### src/rtl/lcd_pair_pkg.sv
package lcd_pair_pkg;
  typedef struct packed {
    logic module_sel;
    logic is_read;
    logic is_cmd;
  } lcd_op_t;
endpackage

### src/rtl/lcd_pair_decode.sv
module lcd_pair_decode
  import lcd_pair_pkg::*;
#(
  parameter int ADDR_W   = 4,
  parameter int RD_BIT   = 0,
  parameter int DC_BIT   = 1,
  parameter int MOD_BIT  = 2,
  parameter int STAT_BIT = 3
) (
  input  logic [ADDR_W-1:0] addr,
  output logic              lcd_hit,
  output logic              stat_hit,
  output lcd_op_t           op
);
  always_comb begin
    stat_hit      = addr[STAT_BIT];
    lcd_hit       = ~addr[STAT_BIT];
    op.is_read    = addr[RD_BIT];
    op.is_cmd     = ~addr[DC_BIT];
    op.module_sel = addr[MOD_BIT];
  end
endmodule

### src/rtl/lcd_pair_hold.sv
module lcd_pair_hold #(
  parameter int HOLD_CLKS = 16,
  localparam int CNT_W = (HOLD_CLKS < 2) ? 1 : $clog2(HOLD_CLKS)
) (
  input  logic clk,
  input  logic rst,
  input  logic start,
  output logic done
);
  logic [CNT_W-1:0] cnt;

  always_ff @(posedge clk) begin
    if (rst) cnt <= '0;
    else if (start) cnt <= CNT_W'(HOLD_CLKS - 1);
    else if (cnt != '0) cnt <= cnt - 1'b1;
  end

  assign done = (cnt == '0);

  // the hold window shrinks by one each cycle until it is spent
  assert_hold_count_R5: assert property (@(posedge clk) disable iff (rst)
    (!start && cnt != '0) |=> (cnt == $past(cnt) - CNT_W'(1)));
  // a fresh start always opens a full window
  assert_hold_load_R5: assert property (@(posedge clk) disable iff (rst)
    start |=> (HOLD_CLKS < 2 || cnt != '0));
endmodule

### src/rtl/lcd_pair_bridge.sv
module lcd_pair_bridge
  import lcd_pair_pkg::*;
#(
  parameter int ADDR_W    = 4,
  parameter int DATA_W    = 8,
  parameter int HOLD_CLKS = 16,
  parameter int ABORT_BIT = 3
) (
  input  logic              clk,
  input  logic              rst,
  input  logic [ADDR_W-1:0] host_addr,
  input  logic [DATA_W-1:0] host_wdata,
  input  logic              host_rd,
  input  logic              host_wr,
  output logic [DATA_W-1:0] host_rdata,
  output logic              host_wait,
  input  logic [DATA_W-1:0] lcd_din,
  output logic [DATA_W-1:0] lcd_dout,
  output logic              lcd_doe,
  output logic              lcd_cmd,
  output logic              lcd_rw,
  output logic [1:0]        lcd_e
);
  localparam int STAT_W = 4;

  logic    lcd_hit, stat_hit, done;
  lcd_op_t op, op_q;
  logic    llat;
  logic    acc, lcd_acc, stat_acc, first, complete, abort;

  lcd_pair_decode #(.ADDR_W(ADDR_W)) dec_i (
    .addr(host_addr), .lcd_hit(lcd_hit), .stat_hit(stat_hit), .op(op)
  );

  lcd_pair_hold #(.HOLD_CLKS(HOLD_CLKS)) hold_i (
    .clk(clk), .rst(rst), .start(first), .done(done)
  );

  always_comb begin
    acc       = host_rd | host_wr;
    lcd_acc   = acc & lcd_hit;
    stat_acc  = acc & stat_hit;
    first     = lcd_acc & ~llat;
    complete  = lcd_acc & llat & done;
    abort     = host_wr & stat_hit & host_wdata[ABORT_BIT];
    host_wait = lcd_acc & llat & ~done;
  end

  always_ff @(posedge clk) begin
    if (rst) begin
      llat       <= 1'b0;
      op_q       <= '0;
      lcd_dout   <= '0;
      lcd_doe    <= 1'b0;
      lcd_e      <= 2'b00;
      host_rdata <= '0;
    end else begin
      if (abort || complete) begin
        llat    <= 1'b0;
        lcd_e   <= 2'b00;
        lcd_doe <= 1'b0;
      end else if (first) begin
        llat    <= 1'b1;
        op_q    <= op;
        lcd_e   <= op.module_sel ? 2'b10 : 2'b01;
        lcd_doe <= ~op.is_read;
        if (!op.is_read) lcd_dout <= host_wdata;
      end
      if (first && op.is_read)
        host_rdata <= '0;
      else if (complete && op_q.is_read)
        host_rdata <= lcd_din;
      else if (stat_acc && host_rd)
        host_rdata <= {{(DATA_W-STAT_W){1'b0}},
                       op_q.module_sel, op_q.is_read, op_q.is_cmd, llat};
    end
  end

  assign lcd_cmd = op_q.is_cmd;
  assign lcd_rw  = op_q.is_read;

  // reset leaves the port idle
  assert_reset_idle_R1: assert property (@(posedge clk)
    rst |=> (lcd_e == 2'b00 && !lcd_doe));
  // never both strobes
  assert_strobe_excl_R3: assert property (@(posedge clk) disable iff (rst)
    $onehot0(lcd_e));
  // latched write data holds while the pair is open
  assert_data_hold_R4: assert property (@(posedge clk) disable iff (rst)
    (lcd_doe && !complete && !abort) |=> $stable(lcd_dout));
  // a held host always faces a live strobe
  assert_wait_strobe_R5: assert property (@(posedge clk) disable iff (rst)
    host_wait |-> (lcd_e != 2'b00));
  // completion releases the strobes
  assert_pair_done_R6: assert property (@(posedge clk) disable iff (rst)
    complete |=> (lcd_e == 2'b00 && !lcd_doe));
  // abort releases the strobes
  assert_abort_R9: assert property (@(posedge clk) disable iff (rst)
    abort |=> (lcd_e == 2'b00));
  // status traffic never holds the host
  assert_stat_nowait_R10: assert property (@(posedge clk) disable iff (rst)
    stat_acc |-> !host_wait);
endmodule

### config.mk
export PLATFORM = sky130hd
export DESIGN_NAME = lcd_pair_bridge
export DESIGN_NICKNAME = d
export VERILOG_FILES = /design/src/rtl/lcd_pair_pkg.sv /design/src/rtl/lcd_pair_decode.sv /design/src/rtl/lcd_pair_hold.sv /design/src/rtl/lcd_pair_bridge.sv
export SDC_FILE = /design/constraint.sdc
export NUM_CORES = 1
export LEC_CHECK = 0
export ABC_AREA = 1
export CAP_MARGIN = 10
export CORE_MARGIN = 4
export CORE_UTILIZATION = 43
export CTS_BUF_LIST = sky130_fd_sc_hd__clkbuf_4 sky130_fd_sc_hd__clkbuf_8
export CTS_CLUSTER_DIAMETER = 150
export CTS_CLUSTER_SIZE = 20
export DETAILED_ROUTE_END_ITERATION = 8
export DONT_BUFFER_PORTS = 1
export GPL_TIMING_DRIVEN = 0
export HOLD_SLACK_MARGIN = 0.05
export PLACE_DENSITY_LB_ADDON = 0.1
export REMOVE_ABC_BUFFERS = 1
export SYNTH_ARGS = -nofsm -noshare
export SYNTH_HDL_FRONTEND = slang
export SYNTH_SLANG_ARGS = --single-unit
### constraint.sdc
create_clock -name clk -period 1.84 [get_ports clk]
set_clock_uncertainty 0.15 [all_clocks]
set_input_delay 0.368 -clock clk [delete_from_list [all_inputs] [get_ports clk]]
set_output_delay 0.368 -clock clk [all_outputs]
set_load 0.05 [all_outputs]
==> results.json, run 1 <==
{
  "grt_util_met3_pct": 3.92,
  "ys_types": 21,
  "core_area_um2": 2500,
  "final_nets": 202,
  "start_util_pct": 45.5,
  "drtAntennaViolNets": 0,
  "portBuffers": 0,
  "yosys.area.top_type_share_pct": 47.5,
  "synthTopCellsByArea": "dfxtp_1, nor2_1, a21oi_1",
  "switching_share_pct": 35.5,
  "htreeDepth": 1,
  "p_leak_uw": 0.000612,
  "top_usage_layer": "met2",
  "syn_to_final_growth_pct": 27.6,
  "avgSynthCellArea_um2": 7.63,
  "maxSlewViolCount": 0,
  "crit_arrival_ns": 1.32,
  "rsz0062_at_grt": "yes",
  "synth_edf_count": 0,
  "via_per_inst": 5.11,
  "ios": 46,
  "syn_inst": 149,
  "numClockSinks": 27,
  "syn_area_um2": 1140,
  "hp-start": "host_addr[2]",
  "switchingPower_uw": 496,
  "period_minus_slack_ns": 1.84,
  "timing.critical_path.buf_inv": 2,
  "clkLatencyLatePin_ns": 0.34,
  "setup_violations": 0,
  "p_per_area_nw_per_um2": 961,
  "setup_ws_ns": 0.00429,
  "r2r-start": "llat",
  "hold_class": "in -> reg",
  "required_ns": 1.32,
  "critPathLaunchType": "register",
  "cp-end-kind": "output port",
  "drive_gt1_share_pct": 15.4,
  "die_area_um2": 3530,
  "die_h_um": 59.4,
  "fmax_mhz": 545,
  "overflow": 0,
  "grt_max_degree": 16,
  "cts_tree": "done",
  "comb_power_share_pct": 26.2,
  "ys_seq_area_share_pct": 47.5,
  "ys.flop_type": "dfxtp_1",
  "post-place-ws_ns": -0.303,
  "n_antenna_cell": 0,
  "root_buffer": "clkbuf_4",
  "p_clk_share_pct": 19.0,
  "die_x_um": 59.4,
  "fp-row-count": 18,
  "worst_slew_pin_slew_ns": 0.540,
  "crit_path_start": "hold_i.cnt[0]",
  "gp_congestion": 0.680,
  "yosysMostFrequentCell": "dfxtp_1",
  "vias": 1047,
  "outcome": "finished clean",
  "cap_viol_max_count": 0,
  "path_cells": "inv_2 > ha_4 > nand3_4 > inv_4 > nor2_4",
  "clockBufferDepth": 2,
  "worstSetupPathType": "reg -> out",
  "yosysTopAreaCell": "dfxtp_1",
  "async_flop_share_pct": 0,
  "wl_per_cell_um": 14.0,
  "finalHoldViolations": 0,
  "cp_top_family": "flip-flops",
  "grt_use_total_pct": 17.9,
  "fillCellCount": 238,
  "slew-limit-headroom_pct": 63.9,
  "numCtsBuffers": 3,
  "peakVddDrop_mv": 0.623,
  "grt_pass1_wl_mm": 4.72,
  "ys_ff_latch": 27,
  "critPathSlowestCell": "dfxtp_2",
  "slowest_delay_ns": 0.37,
  "dr.pass1.iters": 4,
  "critical_path.max_fanout": 3,
  "yosysWarnings": 0,
  "use_met2_pct": 29.0,
  "grt_pass1_vias": 1053,
  "seqPwrFrac_pct": 54.9,
  "antenna_found_initial": 0,
  "remaining_drc_errors": 0,
  "place_hpwl_mm": 1.88,
  "intPower_uw": 899,
  "fin_crit_sh_pct": 99.8,
  "final.setup.tns_ns": 0,
  "drt_iter0_markers": 42,
  "grtUsageMet1_pct": 21.7,
  "clkTransAtPathRegs_ns": 0.15,
  "synth_common_cells": "dfxtp_1, nor2_1, nand2_1",
  "drt_wl_total_mm": 2.86
}
## sequential cells by signal (all words and copies together) (netlist names)
name and cells:
lcd_doe 1, lcd_cmd 1, lcd_dout 8, lcd_e 2
lcd_rw 1, op_q 1, hold_i.cnt 4, host_rdata 8
llat 1
## cell type report
cell class	instances	area (µm²)	area share (%)
clock buffer	3	22.5	1.55
clock inverter	1	5.00	0.345
inverter	17	66.3	4.57
multi-input combinational	102	544	37.5
sequential	27	546	37.6
tap	30	37.5	2.59
timing repair buffer	25	230	15.9
## layout by cell type (no fill, tap or decap), types with 2 or more instances in the layout
| cell type | Yosys | layout |
|---|---|---|
| dlygate4sd3_1 | 0 | 17 |
| nor2_1 | 25 | 24 |
| nor2_4 | 1 | 2 |
| buf_4 | 0 | 8 |
| o21ai_0 | 15 | 15 |
| clkbuf_4 | 0 | 3 |
| nand2_1 | 20 | 20 |
| dfxtp_1 | 27 | 23 |
| inv_2 | 2 | 4 |
| nor3_1 | 2 | 2 |
| dfxtp_2 | 0 | 4 |
| inv_1 | 15 | 12 |
| nand3_1 | 12 | 10 |
| nand3b_1 | 3 | 3 |
| a21oi_1 | 15 | 15 |
## logic make-up (layout without fill, tap and decap cells)
kind of cell               after synthesis  count (layout)  synth area share (%)
and+or+nand+nor                         66              66                  26.5
AOI/OAI and AO/OA                       33              33                  15.1
DFF                                     27              27                  47.5
buffers and inverters                   20              46                  7.92
adders and majority gates                2               2                  2.20
xor gates and xnor gates                 1               1                 0.770
## per-stage QoR
stage	instance area [µm²]	hold slack, ns	instances	total power (µW)	util (%)
2_1_floorplan	1110	0.285	146	928	-
3_3_place_gp	1150	0.289	176	963	45.9
3_5_place_dp	1150	0.292	176	972	45.9
4_1_cts	1410	0.0501	202	1350	56.6
5_1_grt	1450	0.0766	205	1470	58.1
6_report	1450	0.0552	205	1390	58.1
## timing repair
action                                  CTS  global route
resized for setup                        12             3
endpoints found under the setup margin    7             6
endpoints found under the hold margin    18             0
pin swaps                                 2             2
buffers inserted                          5             3
hold buffers                             17             0
## worst register-to-register path, stage by stage (launching register included)
cell	delay, ns
dfxtp_2	0.38
nor3_4	0.34
inv_2	0.19
nor2_4	0.22
inv_2	0.12
nor2_1	0.11
nor2_1	0.05
## metal layers
| metal | share of wire (%) | vias up |
|---|---|---|
| met1 | 42 | 467 |
| li1 | - | 540 |
| met2 | 48 | 31 |
| met5 | 0 | - |
| met3 | 6.4 | 9 |
| met4 | 2.8 | 0 |
## power by group through the flow
stage          Combinational (µW)  Sequential [µW]  Clock, µW
2_1_floorplan                 165              762          0
3_3_place_gp                  190              772          0
3_5_place_dp                  197              775          0
4_1_cts                       306              764        276
5_1_grt                       405              772        294
6_report                      365              765        264
## worst paths after layout
check	endpoint	slack, ns	cells after the start
worst max-delay path	host_wait	0.004	5
worst min-delay path	lcd_e[0]	0.06	2
worst max register to register	lcd_dout[4]	0.19	6
worst min register to register	op_q[2]	0.34	2
Power figures use the tool's default switching activity.
==> run 2, diff against run 1 <==
Settings changed: SYNTH_HIERARCHICAL set to 1.
Clock period 1.84 ns to 2.4 ns, I/O delays scaled along.
==> results.json, run 2 <==
{
  "critPathLaunchType": "register",
  "final_cell_mix": "nand2_1, dfxtp_1, inv_1",
  "clkTransAtPathRegs_ns": 0.15,
  "slowest_delay_ns": 0.70,
  "cp_top_family": "simple AND/OR/NAND/NOR gates",
  "worst_slew_pin_slew_ns": 0.739,
  "hold_class": "in -> reg",
  "intPower_uw": 726,
  "post-place-ws_ns": -0.103,
  "finalHoldViolations": 0,
  "required_ns": 1.77,
  "via_per_inst": 5.18,
  "die_x_um": 61.2,
  "htreeDepth": 1,
  "cts_tree": "done",
  "clockBufferDepth": 2,
  "peakVddDrop_mv": 0.476,
  "start_util_pct": 44.6,
  "clkLatencyLatePin_ns": 0.33,
  "n_antenna_cell": 0,
  "ys_ff_latch": 27,
  "numCtsBuffers": 3,
  "final_nets": 199,
  "cp-end-kind": "output port",
  "fmax_mhz": 422,
  "grt_use_total_pct": 16.4,
  "die_h_um": 61.2,
  "path_cells": "inv_1 > ha_4 > nand2_4 > nor2_4 > nor4_4",
  "ys_types": 23,
  "ys.flop_type": "dfxtp_1",
  "grt_pass1_wl_mm": 4.48,
  "numClockSinks": 27,
  "slew-limit-headroom_pct": 50.4,
  "p_per_area_nw_per_um2": 869,
  "antenna_found_initial": 0,
  "yosysMostFrequentCell": "nand2_1",
  "syn_to_final_growth_pct": 10.3,
  "vias": 1057,
  "gp_congestion": 0.820,
  "p_leak_uw": 0.000576,
  "ios": 46,
  "final_common_cell": "nand2_1",
  "period_minus_slack_ns": 2.37,
  "synthTopCellsByArea": "dfxtp_1, nand2_1, a21oi_1",
  "outcome": "finished clean",
  "drt_wl_total_mm": 2.87,
  "critical_path.max_fanout": 4,
  "grt_pass1_vias": 1019,
  "rsz0062_at_grt": "yes",
  "switching_share_pct": 37.9,
  "setup_ws_ns": 0.0299,
  "overflow": 0,
  "drtAntennaViolNets": 0,
  "avgSynthCellArea_um2": 7.25,
  "yosysWarnings": 6,
  "yosysTopAreaCell": "dfxtp_1",
  "crit_arrival_ns": 1.74,
  "synth_common_cells": "nand2_1, dfxtp_1, inv_1",
  "cap_viol_max_count": 0,
  "comb_power_share_pct": 31.2,
  "timing.critical_path.buf_inv": 1,
  "ys_seq_area_share_pct": 44.4,
  "drt_iter0_markers": 48,
  "fin_crit_sh_pct": 98.8,
  "root_buffer": "clkbuf_4",
  "largestRegisters": "host_rdata (8), lcd_dout (8), hold_i/cnt (4)",
  "place_hpwl_mm": 2.09,
  "setup_violations": 0,
  "die_area_um2": 3750,
  "wl_per_cell_um": 14.0,
  "maxSlewViolCount": 0,
  "critPathSlowestCell": "nor4_4",
  "seqPwrFrac_pct": 51.5,
  "utilization_pct": 49.2,
  "core_area_um2": 2730,
  "syn_area_um2": 1220,
  "fp-row-count": 19,
  "dr.pass1.iters": 4,
  "worstSetupPathType": "reg -> out",
  "drive_gt1_share_pct": 16.2,
  "synth_edf_count": 0,
  "syn_inst": 168,
  "p_clk_share_pct": 17.3,
  "async_flop_share_pct": 0,
  "remaining_drc_errors": 0,
  "switchingPower_uw": 442,
  "grt_max_degree": 17,
  "portBuffers": 0,
  "yosys.area.top_type_share_pct": 44.4
}
-- run 2: cell types whose count changed in the layout (fill, tap and decap cells not counted), moves of 4 or more --
cell	before	now
inv_1	12	20
o21ai_0	15	5
nor2_1	24	17
dlygate4sd3_1	17	1
buf_4	8	4
nand2_1	20	46
-- run 2: metrics by stage --
step                setup TNS (ns)  cells  instance area [µm²]  power, µW  hold slack, ns
global route               -0.0556    204                 1340       1250          0.0811
CTS                              0    200                 1300       1100           0.101
global placement            -0.708    195                 1230        843           0.328
floorplan                   -0.549    164                 1190        805           0.312
finish                           0    204                 1340       1170           0.117
detailed placement          -0.103    195                 1240        858           0.331
-- run 2: path summary, 6_finish.rpt --
path	depth (start not counted)	slack, ns	end	startpoint
max	5	0.03	host_wait	hold_i/cnt[1]
min	2	0.12	lcd_dout[0]	host_wdata[0]
max reg2reg	9	0.60	host_rdata[5]	hold_i/cnt[1]
min reg2reg	2	0.37	hold_i/cnt[0]	hold_i/cnt[0]
-- run 2: worst register-to-register path, cell delays in order, from the launching register on --
cell     delay, ns
dfxtp_2       0.36
inv_1         0.10
ha_4          0.16
nand2_4       0.05
nor2_4        0.14
nand4_1       0.23
nor2_4        0.24
nor2_1        0.14
nand2_1       0.08
a21oi_1       0.07
-- run 2: cells by family (layout without fill, tap and decap cells) --
group	after synthesis	after routing	share of synthesized area (%)
adders and majority gates	1	1	1.03
xor gates and xnor gates	1	1	0.719
buffers and inverters	27	32	9.24
and+or+nand+nor	87	87	33.7
AOI/OAI and AO/OA	25	25	11.0
DFF	27	27	44.4
-- run 2: what timing repair did --
action	4_1_cts	5_1_grt
endpoints found under the hold margin	12	0
buffers inserted	0	4
pin swaps	2	2
gates resized for setup	6	3
hold buffers	1	0
endpoints found under the setup margin	1	1
-- run 2: cell type report --
class | instances | area (µm²)
clock buffer | 3 | 22.5
timing repair buffer | 5 | 40.0
fill | 277 | 1390
multi-input combinational | 114 | 606
tap | 31 | 38.8
sequential | 27 | 543
inverter | 23 | 86.3
clock inverter | 1 | 7.51
-- run 2: per-layer routing --
layer	up-vias	global-route usage [%]	share of wire, %
li1	540	-	-
met1	486	19.3	41
met2	29	27.0	51
met3	2	5.24	7.7
met4	0	7.43	0.66
met5	-	0	0
-- run 2: power groups by stage --
stage / sequential [µW] / combinational [µW] / clock [µW]
2_1_floorplan: 594 / 210 / 0
3_3_place_gp: 603 / 241 / 0
3_5_place_dp: 606 / 252 / 0
4_1_cts: 599 / 287 / 212
5_1_grt: 611 / 408 / 234
6_report: 602 / 364 / 202
==> run 3, diff against run 2 <==
Settings changed: CAP_MARGIN 10 to 20, REMOVE_ABC_BUFFERS 1 to not set.
==> results.json, run 3 (same netlist as run 2, synthesis figures left out) <==
{
  "hold_path_depth": 2,
  "via_per_inst": 5.06,
  "numCtsBuffers": 3,
  "post-route-cell-area_um2": 1320,
  "gp_congestion": 0.765,
  "path_cells": "inv_1 > ha_2 > nand2_1 > nor2_2 > nor4_2 > buf_4",
  "drt_wl_total_mm": 2.66,
  "placed_area_um2": 1270,
  "r2r-start": "hold_i/cnt[0]",
  "outcome": "finished clean",
  "period_minus_slack_ns": 2.28,
  "die_h_um": 61.2,
  "p_per_area_nw_per_um2": 819,
  "antenna_found_initial": 0,
  "post-place-ws_ns": 0.440,
  "fp-row-count": 19,
  "overflow": 0,
  "finalHoldViolations": 0,
  "cap_viol_max_count": 0,
  "fmax_mhz": 439,
  "timing.critical_path.buf_inv": 2,
  "drt_iter0_markers": 33,
  "grt_pass1_vias": 941,
  "cts_tree": "done",
  "vias": 1038,
  "post_cts_buffers": 0,
  "final_common_cell": "nand2_1",
  "r2r_cells": 9,
  "slew-limit-headroom_pct": 62.5,
  "hold_class": "in -> reg",
  "slowest_delay_ns": 0.37,
  "n_antenna_cell": 0,
  "largestRegisters": "host_rdata (8), lcd_dout (8), hold_i/cnt (4)",
  "drive_gt1_share_pct": 14.4,
  "power.total_uw": 1080,
  "hp-start": "host_wdata[4]",
  "htreeDepth": 1,
  "required_ns": 1.77,
  "start_util_pct": 44.6,
  "critical_path.max_fanout": 4,
  "holdPathEnd": "lcd_dout[4]",
  "portBuffers": 0,
  "setup_violations": 0,
  "critPathSlowestCell": "dfxtp_2",
  "final_cell_mix": "nand2_1, dfxtp_1, inv_1",
  "worst_slew_pin_slew_ns": 0.562,
  "clkLatencyLatePin_ns": 0.33,
  "root_buffer": "clkbuf_4",
  "cp_top_family": "simple AND/OR/NAND/NOR gates",
  "core_area_um2": 2730,
  "peakVddDrop_mv": 0.583,
  "register_area_um2": 542,
  "drtAntennaViolNets": 0,
  "die_area_um2": 3750,
  "cp-end-kind": "output port",
  "fillCellCount": 301,
  "grt_use_total_pct": 14.6,
  "die_x_um": 61.2,
  "synth_nets": 193,
  "worstSetupPathType": "reg -> out",
  "grt_pass1_wl_mm": 4.11,
  "final_nets": 200,
  "remaining_drc_errors": 0,
  "grt_max_degree": 17,
  "ios": 46,
  "r2r-end": "host_rdata[0]",
  "clkTransAtPathRegs_ns": 0.15,
  "clockBufferDepth": 2,
  "maxSlewViolCount": 0,
  "multi_input_area_um2": 574,
  "crit_arrival_ns": 1.65,
  "numClockSinks": 27,
  "setup_ws_ns": 0.121,
  "syn_to_final_growth_pct": 7.91,
  "regToRegSetupSlack_ns": 0.45,
  "p_leak_uw": 0.000572,
  "wl_per_cell_um": 13.0,
  "place_hpwl_mm": 2.04,
  "critPathLaunchType": "register",
  "dr.pass1.iters": 4,
  "fin_crit_sh_pct": 95.0
}
[run 3: cell count changes in the layout (fill, tap and decap cells not counted), sizes merged]
cell and delta:
clkbuf +1
[run 3: final cells by class]
| class | count | area share [%] |
|---|---|---|
| plain buffers | 4 | 2.00 |
| clock buffers | 3 | 1.71 |
| clock inverters | 1 | 0.571 |
| inverters | 23 | 6.57 |
| multi-input cells | 114 | 43.7 |
| flip-flops and latches | 27 | 41.2 |
| well taps | 31 | 2.95 |
| repair buffers | 2 | 1.33 |
[run 3: layer usage]
layer	share of wire [%]	GRT usage [%]	up-vias
met3	6.9	3.77	6
met5	0	0	-
met4	1.3	5.57	0
li1	-	-	544
met2	52	25.1	31
met1	39	17.3	457
[run 3: through the flow]
stage          instances  setup TNS [ns]  hold slack (ns)  utilization, %
5_1_grt              205       -0.000243            0.105            48.1
2_1_floorplan        168               0            0.312               -
3_5_place_dp         200               0            0.327            46.5
3_3_place_gp         199         -0.0740            0.328            46.2
4_1_cts              205               0           0.0997            48.0
6_report             205               0            0.112            48.1
[run 3: worst max path at each step]
| stage | startpoint | endpoint | cells past startpoint |
|---|---|---|---|
| detailed placement | hold_i/cnt[0] | host_wait | 6 |
| global placement | hold_i/cnt[0] | host_wait | 5 |
| floorplan | hold_i/cnt[0] | host_wait | 5 |
| finish | hold_i/cnt[0] | host_wait | 6 |
| CTS | hold_i/cnt[0] | host_wait | 6 |
| global route | hold_i/cnt[0] | host_wait | 6 |
[run 3: timing repair]
| action | 4_1_cts | 5_1_grt |
|---|---|---|
| hold buffers | 1 | 0 |
| hold endpoints to repair | 2 | 0 |
| endpoints found under the setup margin | 0 | 1 |
| resized for setup | 0 | 2 |
[run 3: power by group]
group	total, µW	switching, µW	internal [µW]
sequential	595	97.7	498
combinational	274	167	107
clock	207	143	63.9
total	1080	408	669
[run 3: worst register-to-register path, cell delays in order (launching register included)]
cell and delay (ns):
dfxtp_2 0.36, inv_1 0.11, ha_2 0.24, nand2_1 0.08, nor2_2 0.19, nand4_1 0.24, nor2_4 0.23, nor2_1 0.13
nor2_1 0.10, nor2_1 0.05
